[config.mk]
export PLATFORM = sky130hd
export DESIGN_NAME = uart_mode_router
export DESIGN_NICKNAME = d
export VERILOG_FILES = /design/src/rtl/uart_mode_pkg.sv /design/src/rtl/mode_ctrl_reg.sv /design/src/rtl/modem_pin_drive.sv /design/src/rtl/serial_path_mux.sv /design/src/rtl/uart_mode_router.sv
export SDC_FILE = /design/constraint.sdc
export NUM_CORES = 1
export LEC_CHECK = 0
export BUFFER_PORTS_ARGS = -buffer_cell sky130_fd_sc_hd__buf_2
export CORE_AREA = 4 4 41 43
export DETAILED_ROUTE_END_ITERATION = 8
export DIE_AREA = 0 0 45 47
export SLEW_MARGIN = 20
export SYNTH_ARGS = -nofsm -noshare
export SYNTH_HDL_FRONTEND = slang
export SYNTH_SLANG_ARGS = --single-unit
[constraint.sdc]
create_clock -name clk -period 1 [get_ports clk]
set_clock_uncertainty 0.2 [all_clocks]
set_input_delay 0.05 -clock clk [delete_from_list [all_inputs] [get_ports clk]]
set_output_delay 0.05 -clock clk [all_outputs]
set_load 0.02 [all_outputs]
[src/rtl/uart_mode_pkg.sv]
package uart_mode_pkg;
    typedef enum logic [1:0] {
        MODE_PLAIN = 2'b00,
        MODE_BREAK = 2'b01,
        MODE_ECHO  = 2'b10,
        MODE_LOOP  = 2'b11
    } line_mode_e;

    localparam int CTRL_W      = 8;
    localparam int DTR_POS     = 0;
    localparam int RTS_POS     = 1;
    localparam int IEN_POS     = 2;
    localparam int MODE_LSB    = 3;
    localparam int MODE_W      = 2;
endpackage

[src/rtl/mode_ctrl_reg.sv]
module mode_ctrl_reg #(
    parameter int REG_W = 8
) (
    input  logic             clk,
    input  logic             rst_n,
    input  logic             wr,
    input  logic [REG_W-1:0] wdata,
    output logic [REG_W-1:0] value
);
    typedef struct packed {
        logic [REG_W-1:0] bits;
    } ctrl_state_t;

    ctrl_state_t st_d, st_q;

    always_comb begin
        st_d = st_q;
        if (wr) begin
            st_d.bits = wdata;
        end
    end

    always_ff @(posedge clk or negedge rst_n) begin
        if (!rst_n) begin
            st_q <= '0;
        end else begin
            st_q <= st_d;
        end
    end

    assign value = st_q.bits;

    // a write lands on the following edge
    a_r1_write_lands: assert property (@(posedge clk) disable iff (!rst_n)
        wr |=> (value == $past(wdata)));
    // with no write the register holds its value
    a_r1_holds: assert property (@(posedge clk) disable iff (!rst_n)
        !wr |=> $stable(value));
endmodule

[src/rtl/modem_pin_drive.sv]
module modem_pin_drive (
    input  logic dtr_bit,
    input  logic rts_bit,
    input  logic ien_bit,
    input  logic irq_req,
    output logic dtr_n,
    output logic rts_n,
    output logic intr
);
    always_comb begin
        dtr_n = ~dtr_bit;
        rts_n = ~rts_bit;
        intr  = ien_bit & irq_req;
    end
endmodule

[src/rtl/serial_path_mux.sv]
module serial_path_mux
    import uart_mode_pkg::*;
(
    input  line_mode_e mode,
    input  logic       tx_ser,
    input  logic       sdi,
    output logic       sdo,
    output logic       rx_ser,
    output logic       tx_en
);
    always_comb begin
        sdo    = tx_ser;
        rx_ser = sdi;
        tx_en  = 1'b1;
        unique case (mode)
            MODE_PLAIN: begin
                sdo = tx_ser;
            end
            MODE_BREAK: begin
                sdo = 1'b0;
            end
            MODE_ECHO: begin
                sdo   = sdi;
                tx_en = 1'b0;
            end
            MODE_LOOP: begin
                sdo    = 1'b1;
                rx_ser = tx_ser;
            end
            default: begin
                sdo = tx_ser;
            end
        endcase
    end
endmodule

[src/rtl/uart_mode_router.sv]
module uart_mode_router
    import uart_mode_pkg::*;
(
    input  logic              clk,
    input  logic              rst_n,
    input  logic              reg_wr,
    input  logic [CTRL_W-1:0] reg_wdata,
    output logic [CTRL_W-1:0] reg_rdata,
    output logic              dtr_n,
    output logic              rts_n,
    input  logic              irq_req,
    output logic              intr,
    input  logic              tx_ser,
    output logic              tx_en,
    output logic              rx_ser,
    input  logic              sdi,
    output logic              sdo
);
    logic [CTRL_W-1:0] ctrl_q;
    line_mode_e        mode;

    mode_ctrl_reg #(.REG_W(CTRL_W)) u_reg (
        .clk   (clk),
        .rst_n (rst_n),
        .wr    (reg_wr),
        .wdata (reg_wdata),
        .value (ctrl_q)
    );

    assign reg_rdata = ctrl_q;
    assign mode      = line_mode_e'(ctrl_q[MODE_LSB +: MODE_W]);

    modem_pin_drive u_pins (
        .dtr_bit (ctrl_q[DTR_POS]),
        .rts_bit (ctrl_q[RTS_POS]),
        .ien_bit (ctrl_q[IEN_POS]),
        .irq_req (irq_req),
        .dtr_n   (dtr_n),
        .rts_n   (rts_n),
        .intr    (intr)
    );

    serial_path_mux u_mux (
        .mode   (mode),
        .tx_ser (tx_ser),
        .sdi    (sdi),
        .sdo    (sdo),
        .rx_ser (rx_ser),
        .tx_en  (tx_en)
    );

    // a written handshake bit reaches its pin inverted
    a_r3_dtr_after_write: assert property (@(posedge clk) disable iff (!rst_n)
        reg_wr |=> (dtr_n == !$past(reg_wdata[DTR_POS])));
    a_r3_rts_after_write: assert property (@(posedge clk) disable iff (!rst_n)
        reg_wr |=> (rts_n == !$past(reg_wdata[RTS_POS])));
    // interrupt held low while the enable bit read back is 0
    a_r4_intr_gated: assert property (@(posedge clk) disable iff (!rst_n)
        !reg_rdata[IEN_POS] |-> !intr);
    // break mode keeps the line low
    a_r6_break_low: assert property (@(posedge clk) disable iff (!rst_n)
        (reg_rdata[MODE_LSB +: MODE_W] == 2'b01) |-> !sdo);
    // echo mode holds the transmitter off and mirrors the pin
    a_r7_echo_mirror: assert property (@(posedge clk) disable iff (!rst_n)
        (reg_rdata[MODE_LSB +: MODE_W] == 2'b10) |-> (!tx_en && sdo == sdi));
    // loop test feeds the receiver from the transmitter, line idles
    a_r9_loop_path: assert property (@(posedge clk) disable iff (!rst_n)
        (reg_rdata[MODE_LSB +: MODE_W] == 2'b11) |-> (sdo && rx_ser == tx_ser));
endmodule

Word level (Yosys, flattened, before mapping)
Cells that the tools add are included.

Add/subtract/negate cells: 0. Multiply operators: 0. Div/mod/pow operators: 0. Order comparisons: 0. Equality and inequality tests: 3. Shift operators: 0. Muxes and demuxes: 3. Bitwise operators: 3. Reduce and logical (&&, ||, !) cells: 1.

Operator list (count): $eq A2 B2 Y1 const B (2); $pmux W1 S4 (1); $eq A2 B1 Y1 const B (1); $logic_not A2 Y1 (1); $mux W1 (2); $not A1 Y1 (2); $and A1 B1 Y1 (1).

Bits in registers: 8. Bits in latches: 0. RAM bits: 0. ROM bits: 0. Input bits: 14. Memories: 0.

Depth between registers and ports, before layout
Gate-level depths: netlist of run 1.

Depth after elaboration: 2. Depth in mapped cells: 3. Gate-level depth less buffers: 2.

Modules after synthesis
A second synthesis of run 1 with hierarchy kept.

Cells, all modules: 25. Area, all modules: 386.6 sq um.

Modules (own cells, without submodules): mode_ctrl_reg (instances 1, cells each 17, area an instance 331.6 sq um); serial_path_mux (instances 1, cells each 5, area an instance 41.3 sq um); modem_pin_drive (instances 1, cells each 3, area an instance 13.8 sq um).

Worst setup path before layout of run 1
No wires, ideal clock.

Kind: reg2out. From: register u_reg.st_q (netlist bit u_reg.value[3]). To: output port sdo. Arrival time: 1.066 ns. Slack: -0.316 ns. Cell stages (with the launch flop): 3. Cells stage by stage: dfrtp_1 -> nand2b_1 -> o22a_2.

Word-level cells in the longest chain between the ends: 2.

RTL lines: start, declared (line mode_ctrl_reg.sv:14) `ctrl_state_t st_d, st_q;`; start signal, assigned (line mode_ctrl_reg.sv:27) `st_q <= st_d;`; $eq A2 B2 Y1 (tied with other cells) (line serial_path_mux.sv:15) `unique case (mode)`; $pmux W1 S4 (*) (line serial_path_mux.sv:15); end, declared (line uart_mode_router.sv:17) `output logic sdo`.

Every way passes the cells marked *; elsewhere a longest branch is shown, timed or not.

Worst setup path in the final report of run 1
From: register u_reg.st_q (netlist bit u_reg.value[4]). To: output port rx_ser.

Word-level cells in the longest chain between the ends: 2.

RTL lines: $eq A2 B2 Y1 (line serial_path_mux.sv:15); $mux W1 (line serial_path_mux.sv:15); end, declared (line uart_mode_router.sv:15) `output logic rx_ser,`.

No other way between the ends.

==> results of run 1 <==
worst max-delay path, delay by kind of cell, from the launching register on:
family | cells | cell delay (ns)
buffers and inverters | 1 | 0.13
DFF | 1 | 0.42
muxes | 1 | 0.30
and+or+nand+nor | 1 | 0.08
metal layers:
| layer | track usage, % | up-vias | share of wire, % |
|---|---|---|---|
| met2 | 21.8 | 16 | 58 |
| li1 | - | 181 | - |
| met3 | 3.83 | 0 | 8.0 |
| met1 | 12.6 | 168 | 33 |
| met4 | 3.51 | 0 | 0 |
| met5 | 0 | - | 0 |
stage by stage:
stage / setup WS, ns / hold WS [ns] / instances
floorplan: -0.153 / -0.446 / 30
global placement: -0.178 / -0.304 / 71
detailed placement: -0.196 / -0.299 / 71
CTS: -0.447 / -0.169 / 85
global route: -0.490 / -0.166 / 88
finish: -0.431 / -0.164 / 88
layout make-up:
| type | count | area (sq um) |
|---|---|---|
| inverters | 2 | 7.51 |
| flip-flops and latches | 8 | 206 |
| repair buffers | 43 | 370 |
| fillers | 114 | 493 |
| well taps | 15 | 18.8 |
| clock buffers | 4 | 26.3 |
| multi-input cells | 16 | 179 |
power by group:
group	switching (mW)	internal, mW	total (mW)	leakage [nW]
clock network	0.107	0.152	0.259	0.0150
registers	0.0307	0.360	0.390	0.0894
logic	0.164	0.255	0.419	0.314
total	0.302	0.767	1.07	0.419
how the worst max path moves through the flow:
stage                   startpoint  endpoint  slack (ns)  cells after the start
floorplan           u_reg.value[3]       sdo       -0.15                      2
global placement    u_reg.value[4]    rx_ser       -0.18                      3
detailed placement  u_reg.value[4]    rx_ser       -0.20                      3
CTS                 u_reg.value[3]    rx_ser       -0.45                      3
global route        u_reg.value[4]    rx_ser       -0.49                      3
finish              u_reg.value[4]    rx_ser       -0.43                      3
timing repair:
item / in CTS / in global routing
buffers inserted: 4 / 2
pin swaps: 2 / 0
cloned: 0 / 0
endpoints found under the setup margin: 16 / 20
hold endpoints to repair: 16 / 8
hold buffers: 6 / 1
resized for setup: 29 / 7
placed cells by master (no fill, tap or decap):
cell type	netlist	layout
sky130_fd_sc_hd__clkbuf_1	0	1
sky130_fd_sc_hd__nor2b_1	1	1
sky130_fd_sc_hd__dlygate4sd3_1	0	6
sky130_fd_sc_hd__mux2_4	7	7
sky130_fd_sc_hd__dfrtp_2	0	5
sky130_fd_sc_hd__inv_2	0	2
sky130_fd_sc_hd__and2_4	0	1
sky130_fd_sc_hd__o21ai_2	0	1
sky130_fd_sc_hd__nand2_1	2	2
sky130_fd_sc_hd__dfrtp_1	8	3
sky130_fd_sc_hd__buf_2	0	13
sky130_fd_sc_hd__nand2_2	1	1
sky130_fd_sc_hd__nand2b_4	0	1
sky130_fd_sc_hd__buf_4	3	7
sky130_fd_sc_hd__o21ai_0	2	1
sky130_fd_sc_hd__buf_6	1	16
sky130_fd_sc_hd__dlymetal6s4s_1	0	1
sky130_fd_sc_hd__o22a_4	0	1
sky130_fd_sc_hd__clkbuf_4	0	3
cells by family after synthesis:
kind of cell | count (synthesis) | share of synthesized area [%]
AOI/OAI and AO/OA | 3 | 5.02
buffers and inverters | 6 | 10.3
DFF | 8 | 50.2
muxes | 7 | 26.3
and+or+nand+nor | 6 | 8.16
==> results.md, run 1 <==
Run status:
- The run finished, with violations left.
- The checks that failed: negative hold slack, negative setup slack.

STA:
- The post-route minimum period is 1.43 ns.
- The final count of hold timing violations came to 10.
- The period utilization is 143%.
- The final number of setup-violating endpoints is 17.
- The number of max-slew violations in the final report is 0.
- The transition time at the pin with the least slew margin is 0.211 ns.
- Setup repair after global routing could not meet its margin everywhere.
- In this run the tightest slew margin relative to its limit is 85.9%.
- The setup TNS is -2.57 ns.
- Once routing completed, OpenROAD measured the worst setup slack at -0.431 ns.
- The post-route worst hold slack is -0.164 ns.
- The maximum achievable frequency is 699 MHz.

Placement:
- The final HPWL from detailed placement is 720 microns.
- The placer's final routability congestion estimate is 0.649.
- Summing all placed instances gives a cell area of 563 sq um.
- The quantity of I/O buffers inserted on ports is 27.

Clock tree:
- The clock passes through at most 2 buffers.
- The root buffer cell is sky130_fd_sc_hd__clkbuf_4.
- The number of CTS-inserted buffers is 3.
- TritonCTS built the clock tree.
- The H-tree depth is 1.
- The clock edge transition at the registers on the reported setup and hold paths is 0.06 ns.
- Clock latency on the worst-skew pair, taken at its later pin, is 0.24 ns.
- The clock net in this run drives a total of 8 sinks.

Floorplanning:
- Row generation in the floorplan step produced 13 rows.
- The floorplan step defined a die boundary enclosing 2120 sq um.
- The chip height is 47 microns.
- From left edge to right edge, the die measures 45 microns.
- The total area inside the core boundary comes to 1300 sq um.
- The number of ports placed on the die boundary is 28.
- For this configuration, the core starts out at a cell density of 30.7%.

Critical path:
- At the worst endpoint, the required time is 0.75 ns.
- The critical register-to-register path startpoint is u_reg.value[4].
- The worst setup path is launched from a flip-flop.
- At the worst endpoint, the arrival time is 1.18 ns.
- The worst register-to-register path has a setup slack of -0.24 ns.
- The slowest library cell on the worst path is sky130_fd_sc_hd__dfrtp_2.
- The critical path goes through nand2_2 > mux2_4 > buf_6.
- The delay contributed by the slowest stage of the critical path is 0.42 ns.
- The endpoint identified for the worst register-to-register timing path is u_reg.value[4].
- The type of the worst setup path is reg -> out.
- The worst setup path is captured at an output pin.
- The length in cells of the worst reg-to-reg path is 3.
- Of all nets on the critical path, the largest fanout is 4.

Flow run:
- The count of maximum capacitance violations is 0.

Route:
- The detail route stage leaves a number of antenna-violating nets equal to 0.
- In the final routed layout, each cell accounts on average for 12.3 microns.
- The count of routing violations after the opening detailed-route iteration is 0.
- The count of TritonRoute iterations in the first routing pass is 1.
- The routed wire length is 1080 microns.
- The total number of vias is 365.
- In the routed design, unresolved DRC markers number 0.
- The mean number of vias per cell is 4.15.

Global routing:
- The number of global-route vias before repair is 396.
- The total grt overflow is 0.
- For this run, the total global-route usage over all layers was measured as 11.7%.
- The initial antenna violation count is 0.
- The pin count of the biggest net entering global routing is 9.
- The global-route wire length before repair is 1730 microns.

Synth:
- The flip-flop cell with the highest count after synthesis is sky130_fd_sc_hd__dfrtp_1.
- For this run, the register share of the synthesized area comes to 50.2%.
- The count of flip-flops with a built-in enable after synthesis is 0.
- After synthesis the cells add up to 399 sq um.
- The post-synthesis area per instance is 13.3 sq um.
- After synthesis, the netlist uses 12 different library cells.
- The total number of yosys warnings is 0.
- By instance count, the leading cell after synthesis is sky130_fd_sc_hd__dfrtp_1.
- The async set-reset flop share out of synthesis is 100%.
- The number of instances in the synthesized netlist is 30.
- In the synthesized netlist, the cells that appear most often are sky130_fd_sc_hd__dfrtp_1, sky130_fd_sc_hd__mux2_4, sky130_fd_sc_hd__buf_4.
- The cell type with the largest total area after synthesis is sky130_fd_sc_hd__dfrtp_1.
- When the netlist entered floorplanning its net count stood at 44.
- In this run, synthesis produced a sequential element count of 8.
- The share of the synthesized area in the top cell type is 50.2%.
- After synthesis, the cell types taking the most area are sky130_fd_sc_hd__dfrtp_1, sky130_fd_sc_hd__mux2_4, sky130_fd_sc_hd__buf_4.

Cells and area:
- With fillers left out, the area of the finished cells amounts to 808 sq um.
- The repair_antennas step left the layout with diodes totalling 0.
- The register with the most flip-flops in the layout has 8 of them.
- The area growth from synthesis to layout is 103%.
- The final core utilization is 62.1%.
- The final layout net count is 88.
- The layout cell share with drive strength beyond 1 is 79.5%.

Power:
- The leakage component of the power is 0.419 nW.
- The worst-case IR drop observed on VDD is 0.776 mV.
- Dividing total power by cell area gives a power density of 1320 nW/um^2.
- The sum of internal, switching and leakage power is 1.07 mW.

Min path:
- The cell count of the worst hold path is 2.
- The hold path startpoint is reg_wdata[7].
- The endpoint with the worst hold slack is u_reg.value[7].
- The worst hold path belongs to the class in -> reg.
Note: power is estimated with default switching activity, not from simulation.
==> run 2: changes to the inputs <==
- REMOVE_ABC_BUFFERS: unset -> 1
==> run 2 against run 1 <==
The run still ends with negative hold slack, negative setup slack left. Critical path depth stayed put. Clock power fell by 8.5%. Setup slack about the same. Cell area shrank 7.3%. First-iteration DRC count rose by 3. Sequential share of layout area increased by 1.3 points. Hold slack worse by 0.0049 ns. Count of clock-buffer cells in the layout shrank 1. Combinational power down 5%. Die area unchanged. Register-to-register slack better by 0.10 ns. Non-clock buffer count is 3 lower. Critical path type unchanged. Critical endpoint is now sdo.
==> results.md, run 2 (synthesis results as in run 1) <==
Global routing:
- Global routing used 21.8% of the available met2 tracks.
- The total global-route track usage is 10.9%.
- The pin count of the biggest net entering global routing is 9.
- met2 is the most crowded layer.
- The met3 track utilization from global routing is 3.07%.
- The number of global-route vias before repair was 395.
- For met1 alone, demand over resource in global routing was 10.1%.
- The total grt overflow is 0.
- The first global-routing pass estimated 1610 microns of wire.
- The initial antenna violation count is 0.

STA:
- The final count of hold timing violations is 14.
- For this run, the top clock speed supported by timing is 699 MHz.
- Setup violations remaining at the end of the flow were counted as 17.
- The worst-case headroom to the max-slew limit is 86.1%.
- The post-route minimum period is 1.43 ns.
- Setup repair after global routing could not meet its margin everywhere.
- The worst path setup slack after routing is -0.431 ns.
- The number of max-slew violations in the final report is 0.
- At the pin with the least slew margin, the transition time is 0.209 ns.
- The post-route worst hold slack is -0.169 ns.
- The period utilization is 143%.

Route:
- The count of TritonRoute iterations in the first routing pass is 2.
- The count of nets left with antenna violations once routing finished came out at 0.
- The post-route DRC violation count is 0.
- The mean number of vias per cell is 4.31.
- Summing over every cut layer, the via total after detailed routing is 362.
- The wire length per cell is 13.0 microns.
- For this block, the initial DRC count from the detailed router was 3.
- For this block, the routed nets add up to 1090 microns of wire.

Run status:
- The flow ran to the end, but the final reports show violations.
- The final reports fail on negative hold slack, negative setup slack.

Power:
- The sum of internal, switching and leakage power is 1.03 mW.
- The relative contribution of combinational cells to total power is 39.0%.
- The leakage component of the power is 0.397 nW.
- VDD sags by at most 0.733 mV.
- The internal portion of the total power is 733 uW.
- The power density of the placed cells is 1370 nW/um^2.
- In this run switching power makes up 28.5% of total power.
- In this run the power spent charging and discharging nets is 292 uW.
- Of the total power, registers draw 37.8%.
- The clock network accounts for 23.2% of the total power.

Placement:
- In this run the tool buffered the top-level ports with 27 buffer cells.
- The final HPWL from detailed placement is 696 microns.
- The post-placement worst setup slack is -0.180 ns.
- The number of instances in the placed design is 70.
- At the end of routability-driven placement, the weighted congestion stood at 0.664.

Critical path:
- The critical register-to-register path startpoint is u_reg.value[3].
- The critical path is of the reg -> out type.
- Setup slack on the worst reg-to-reg path comes out at -0.14 ns.
- The cell family contributing the most delay on the critical path is flip-flops.
- The signal on the critical path passes through nand2b_4 > o22a_2 > buf_6.
- Of all nets on the critical path, the largest fanout is 5.
- The delay contributed by the slowest stage of the critical path is 0.43 ns.
- The startpoint of the worst setup timing path is u_reg.value[3].
- The sum of buffers and inverters on the critical path is 1.
- The startpoint type of the worst setup path is a flip-flop.
- The worst setup path is captured at an output pin.
- Among all stages on the critical path, the largest delay is contributed by sky130_fd_sc_hd__dfrtp_2.
- STA puts the critical path data arrival time at 1.18 ns.
- The required time of the critical path is 0.75 ns.

Cells and area:
- The area added between synthesis and finish is 87.8%.
- The register with the most flip-flops in the layout has 8 of them.
- The layout cell share with drive strength beyond 1 is 78.3%.
- In the layout the commonest cells are sky130_fd_sc_hd__buf_6, sky130_fd_sc_hd__buf_2, sky130_fd_sc_hd__buf_4.
- For this run, the share of the core covered by cells in the final layout is 57.6%.
- The most common cell after layout, fill and taps aside is sky130_fd_sc_hd__buf_6.
- The finished layout holds 84 standard cells, fillers aside.
- After the last flow step, the layout net total stands at 85.
- The number of inserted diodes is 0.

Floorplanning:
- The chip height is 47 microns.
- The count of standard-cell rows is 13.
- The effective utilization at floorplan is 30.7%.
- The die covers 2120 sq um.
- The width of the chip is 45 microns.
- After floorplanning, the core was sized to cover 1300 sq um.
- In this run the count of I/O pins placed on the die edge is 28.

Clock tree:
- The CTS tree is built.
- The number of CTS-inserted buffers is 3.
- The clock edge transition at the registers on the reported setup and hold paths is 0.05 ns.
- The root buffer cell is sky130_fd_sc_hd__clkbuf_4.
- Counting every sink on the clock net gives 8.
- The H-tree depth is 1.
- The quantity of hold-fixing buffers added after cts is 3.
- The later pin in the worst-skew pair is clocked with a latency of 0.24 ns.
- The maximum root-to-sink buffer count is 2.

Min path:
- The classification of the worst-slack hold path is in -> reg.
- The hold path startpoint is reg_wdata[2].

Flow run:
- The count of maximum capacitance violations is 0.
-- run 2: final timing paths --
check / endpoint / cells past startpoint
hold / removal: u_reg.value[2] / 2
setup / recovery: sdo / 3
setup reg to reg: u_reg.value[3] / 2
min in group asynchronous: u_reg.value[2] / 2
max in group asynchronous: u_reg.value[3] / 2
hold reg to reg: u_reg.value[7] / 1
-- run 2: power groups by stage --
stage | registers (mW) | clock network, mW | logic [mW]
after floorplan | 0.423 | 0 | 0.105
after global placement | 0.383 | 0 | 0.255
after detailed placement | 0.383 | 0 | 0.257
after CTS | 0.386 | 0.252 | 0.376
after global routing | 0.392 | 0.258 | 0.424
final | 0.388 | 0.237 | 0.400
-- run 2: area by class of cell --
type / count / area, sq um
Clock buffer: 3 / 22.5
Fill cell: 122 / 552
Inverter: 2 / 7.51
Multi-Input combinational cell: 16 / 168
Sequential cell: 8 / 201
Tap cell: 15 / 18.8
Timing Repair Buffer: 40 / 332
-- run 2: through the flow --
| step | TNS (ns) | hold WS, ns | cell area (sq um) |
|---|---|---|---|
| floorplan | -0.894 | -0.446 | 365 |
| global placement | -0.440 | -0.302 | 534 |
| detailed placement | -0.463 | -0.299 | 534 |
| CTS | -2.48 | -0.177 | 722 |
| global route | -3.04 | -0.175 | 749 |
| finish | -2.55 | -0.169 | 749 |
-- run 2: layer usage --
metal / vias up / share of wire [%]
li1: 174 / -
met2: 17 / 59
met3: 0 / 9.0
met5: - / 0
met4: 0 / 0
met1: 171 / 32
-- run 2: worst reg2reg max path, cell delays in order, from the launching register on --
cell,delay (ns)
sky130_fd_sc_hd__dfrtp_2,0.43
sky130_fd_sc_hd__buf_4,0.14
sky130_fd_sc_hd__mux2_4,0.26
-- run 2: timing repair --
action	CTS	global route
endpoints found under the setup margin	16	18
cloned	0	0
gates resized for setup	31	5
endpoints found under the hold margin	16	14
pin swaps	2	1
buffers inserted	6	2
==> run 3: changes to the inputs <==
- ABC_AREA: unset -> 1
==> run 3 against run 2 <==
The flow still finishes with violations (negative hold slack, negative setup slack). Cell area grew 0.33%. Critical path depth grew 1. Via count grew 20%. Synthesized area shrank 6.0%. Non-clock buffer count grew 1. First-iteration DRC count is the same. Hold slack gained 0.13 ns. Synthesized cell count grew 53%. Clock power grew 2%. Register-to-register slack lost 0.04 ns. Global-route usage grew 1.4 points. Final cell count grew 20%.
==> results.md, run 3 <==
Synth:
- In this run, synthesis produced a sequential element count of 8.
- In this run, synthesis inferred 0 flip-flops with an integrated enable.
- The cell area after synthesis is 375 sq um.
- For this run, the leading register cell type out of synthesis is sky130_fd_sc_hd__dfrtp_1.
- After synthesis, the mean cell area works out to 8.16 sq um.
- Summed over all instances, the cell type with the most area after synthesis is sky130_fd_sc_hd__dfrtp_1.
- By area the synthesized netlist is led by sky130_fd_sc_hd__dfrtp_1, sky130_fd_sc_hd__nand2_1, sky130_fd_sc_hd__o21ai_0.
- Ranked by instance count, the synthesized netlist is headed by sky130_fd_sc_hd__nand2_1, sky130_fd_sc_hd__inv_1, sky130_fd_sc_hd__o21ai_0.
- The async set-reset flop share out of synthesis is 100%.
- Yosys printed 0 warnings.
- Synthesis handed over a netlist of 46 instances.
- In this run, distinct cell masters in the synthesized netlist total 7.
- In the post-synthesis netlist, the cell with the most instances is sky130_fd_sc_hd__nand2_1.
- In this run the biggest area consumer among cell types represents 53.3% of the synthesized area.
- The post-synthesis sequential area ratio is 53.3%.

Route:
- The mean number of vias per cell is 4.30.
- The routed wire length is 1150 microns.
- The detailed router placed 434 vias in this run.
- The number of nets with antenna violations after routing is 0.
- After detailed routing, the average wire length per cell comes to 11.4 microns.
- The post-route DRC violation count is 0.
- For this block, the initial DRC count from the detailed router was 3.
- The count of TritonRoute iterations in the first routing pass is 3.

Cells and area:
- The net count of the finished layout is 102.
- The summed area of non-filler cells in the final layout is 752 sq um.
- In the layout the commonest cells are sky130_fd_sc_hd__buf_6, sky130_fd_sc_hd__buf_2, sky130_fd_sc_hd__nand2_1.
- Compared with the post-synthesis result, the final layout area differs by 100%.
- Of the cells placed in the final design, the portion with a size suffix greater than 1 is 52.3%.
- The final core utilization is 57.8%.
- The register with the most flip-flops in the layout has 8 of them.
- The library cell used most frequently in the layout, excluding fill and tap cells, is sky130_fd_sc_hd__buf_6.
- After filler insertion, the fill cell instance count of the layout stands at 118.
- 0 antenna diodes ended up in the layout.

Clock tree:
- The H-tree depth is 1.
- Clock-pin slew was measured on the worst setup and hold paths at 0.06 ns.
- The CTS tree is built.
- The clock drives 8 sinks.
- The number of clock buffers added by TritonCTS is 3.
- The clock latency on the worst-skew pair is 0.25 ns.
- The quantity of hold-fixing buffers added after cts is 9.
- In this run the clock root is driven by a sky130_fd_sc_hd__clkbuf_4.
- The longest clock path from root to sink contains 2 buffers.

Critical path:
- At the worst endpoint, the required time is 0.75 ns.
- The arrival time of data at the critical path endpoint is 1.03 ns.
- The critical path endpoint category is an output pin.
- The startpoint type of the worst setup path is a flip-flop.
- The type of the worst setup path is reg -> out.
- Of all nets on the critical path, the largest fanout is 5.

Floorplanning:
- The effective utilization at floorplan is 28.8%.
- The region available for standard cell placement spans 1300 sq um.
- The area of the die is 2120 sq um.
- The die is 47 microns tall.
- Row generation in the floorplan step produced 13 rows.
- The number of ports placed on the die boundary is 28.
- The width of the chip is 45 microns.

Power:
- The internal power of the cells totals 674 uW.
- IR analysis of the VDD net gives a maximum drop of 0.754 mV.
- For this design the ratio of total power to cell area is 1290 nW/um^2.
- The share of total power dissipated in the clock network is 24.9%.
- The switching power summed over all nets is 297 uW.
- The switching power share of the total is 30.6%.
- The relative contribution of combinational cells to total power is 35.3%.
- The power share of the sequential group is 39.9%.
- For this design the static power due to leakage is 0.400 nW.

Global routing:
- The global-route wire length before repair is 1820 microns.
- The pin count of the biggest net entering global routing is 17.
- The number of global-route vias before repair is 417.
- The initial antenna violation count was 0.
- The total grt overflow is 0.
- For this run, the total global-route usage over all layers was measured as 12.3%.

Placement:
- Before CTS, the worst setup slack after placement is -0.0542 ns.
- Summing all placed instances gives a cell area of 503 sq um.
- The final HPWL from detailed placement is 662 microns.
- Buffers placed on the I/O ports in this run total 27.
- Routability-driven placement finished with a final weighted congestion of 0.628.

Flow run:
- The count of maximum capacitance violations is 0.

STA:
- The worst path uses 128% of the clock period.
- Setup slack on the critical path of the routed design comes to -0.278 ns.
- Setup repair after global routing could not meet its margin everywhere.
- Derived from the worst setup path, the maximum achievable clock frequency is 782 MHz.
- The number of max-slew violations in the final report is 0.
- The worst-case headroom to the max-slew limit is 83.4%.
- For the pin with the worst max-slew slack, the measured transition is 0.249 ns.
- The tightest hold path in the finished design has a slack of -0.0401 ns.
- The setup TNS is -1.71 ns.
- The final count of hold timing violations was 12.
- Setup violations remaining at the end of the flow were counted as 15.
- The post-route minimum period is 1.28 ns.

Run status:
- The run finished, with violations left.
- The final reports fail on negative hold slack, negative setup slack.

Min path:
- The min-delay analysis places its worst path in the category in -> reg.
[run 3: cell count changes after synthesis, sizes merged, moves of 2 or more]
cell   change
nand2     +11
inv        +7
mux2       -7
o21ai      +7
nand3      +2
[run 3: repair_timing]
item / in CTS / in global routing
pin swaps: 2 / 1
setup buffers: 1 / 4
resized for setup: 30 / 10
setup endpoints to repair: 15 / 16
hold endpoints to repair: 16 / 2
[run 3: logic make-up (layout without fill, tap and decap cells)]
kind of cell / after synthesis / in the layout / synth area share, %
AND/OR/NAND/NOR: 16 / 16 / 16.7
buffers and inverters: 13 / 53 / 18.0
AO/OA/AOI/OAI: 9 / 9 / 12.0
flip-flops: 8 / 8 / 53.3
[run 3: path summary, 6_finish.rpt]
kind                                 from        endpoint  slack, ns  cells after the start
setup reg to reg           u_reg.value[3]  u_reg.value[3]      -0.18                      5
max in group asynchronous           rst_n  u_reg.value[4]       0.42                      2
hold / removal                     reg_wr  u_reg.value[3]      -0.04                      2
hold reg to reg            u_reg.value[6]  u_reg.value[6]       0.34                      2
min in group asynchronous           rst_n  u_reg.value[5]          0                      2
setup / recovery           u_reg.value[3]             sdo      -0.28                      4
[run 3: cell type report]
type / instances / area (sq um) / share of cell area [%]
well taps: 15 / 18.8 / 2.50
flip-flops and latches: 8 / 203 / 27.0
clock buffers: 3 / 22.5 / 3.00
repair buffers: 41 / 352 / 46.8
inverters: 9 / 33.8 / 4.49
multi-input cells: 25 / 123 / 16.3
[run 3: critical path: stages, from the launching register on]
cell and delay, ns:
sky130_fd_sc_hd__dfrtp_2 0.44, sky130_fd_sc_hd__inv_2 0.09, sky130_fd_sc_hd__nand3_2 0.07, sky130_fd_sc_hd__nand2_2 0.07, sky130_fd_sc_hd__buf_6 0.11
[run 3: stage by stage]
step	power [mW]	instances	hold WS (ns)
after floorplan	0.487	42	-0.446
after global placement	0.586	85	-0.297
after detailed placement	0.590	85	-0.298
after CTS	0.939	98	-0.0515
after global routing	1.04	101	-0.0218
final	0.970	101	-0.0401
[run 3: layer usage]
layer / global-route usage (%) / up-vias / wire length, microns
met5: 0 / - / 0
met4: 7.02 / 0 / 6
met3: 3.45 / 2 / 101
met2: 21.5 / 23 / 606
li1: - / 219 / -
met1: 13.4 / 190 / 439
[run 3: power by group through the flow]
stage          registers, mW  logic (mW)  clock network, mW
5_1_grt                0.391       0.370              0.277
2_1_floorplan          0.415      0.0722                  0
3_5_place_dp           0.379       0.212                  0
3_3_place_gp           0.377       0.209                  0
6_report               0.387       0.342              0.241
4_1_cts                0.381       0.305              0.253
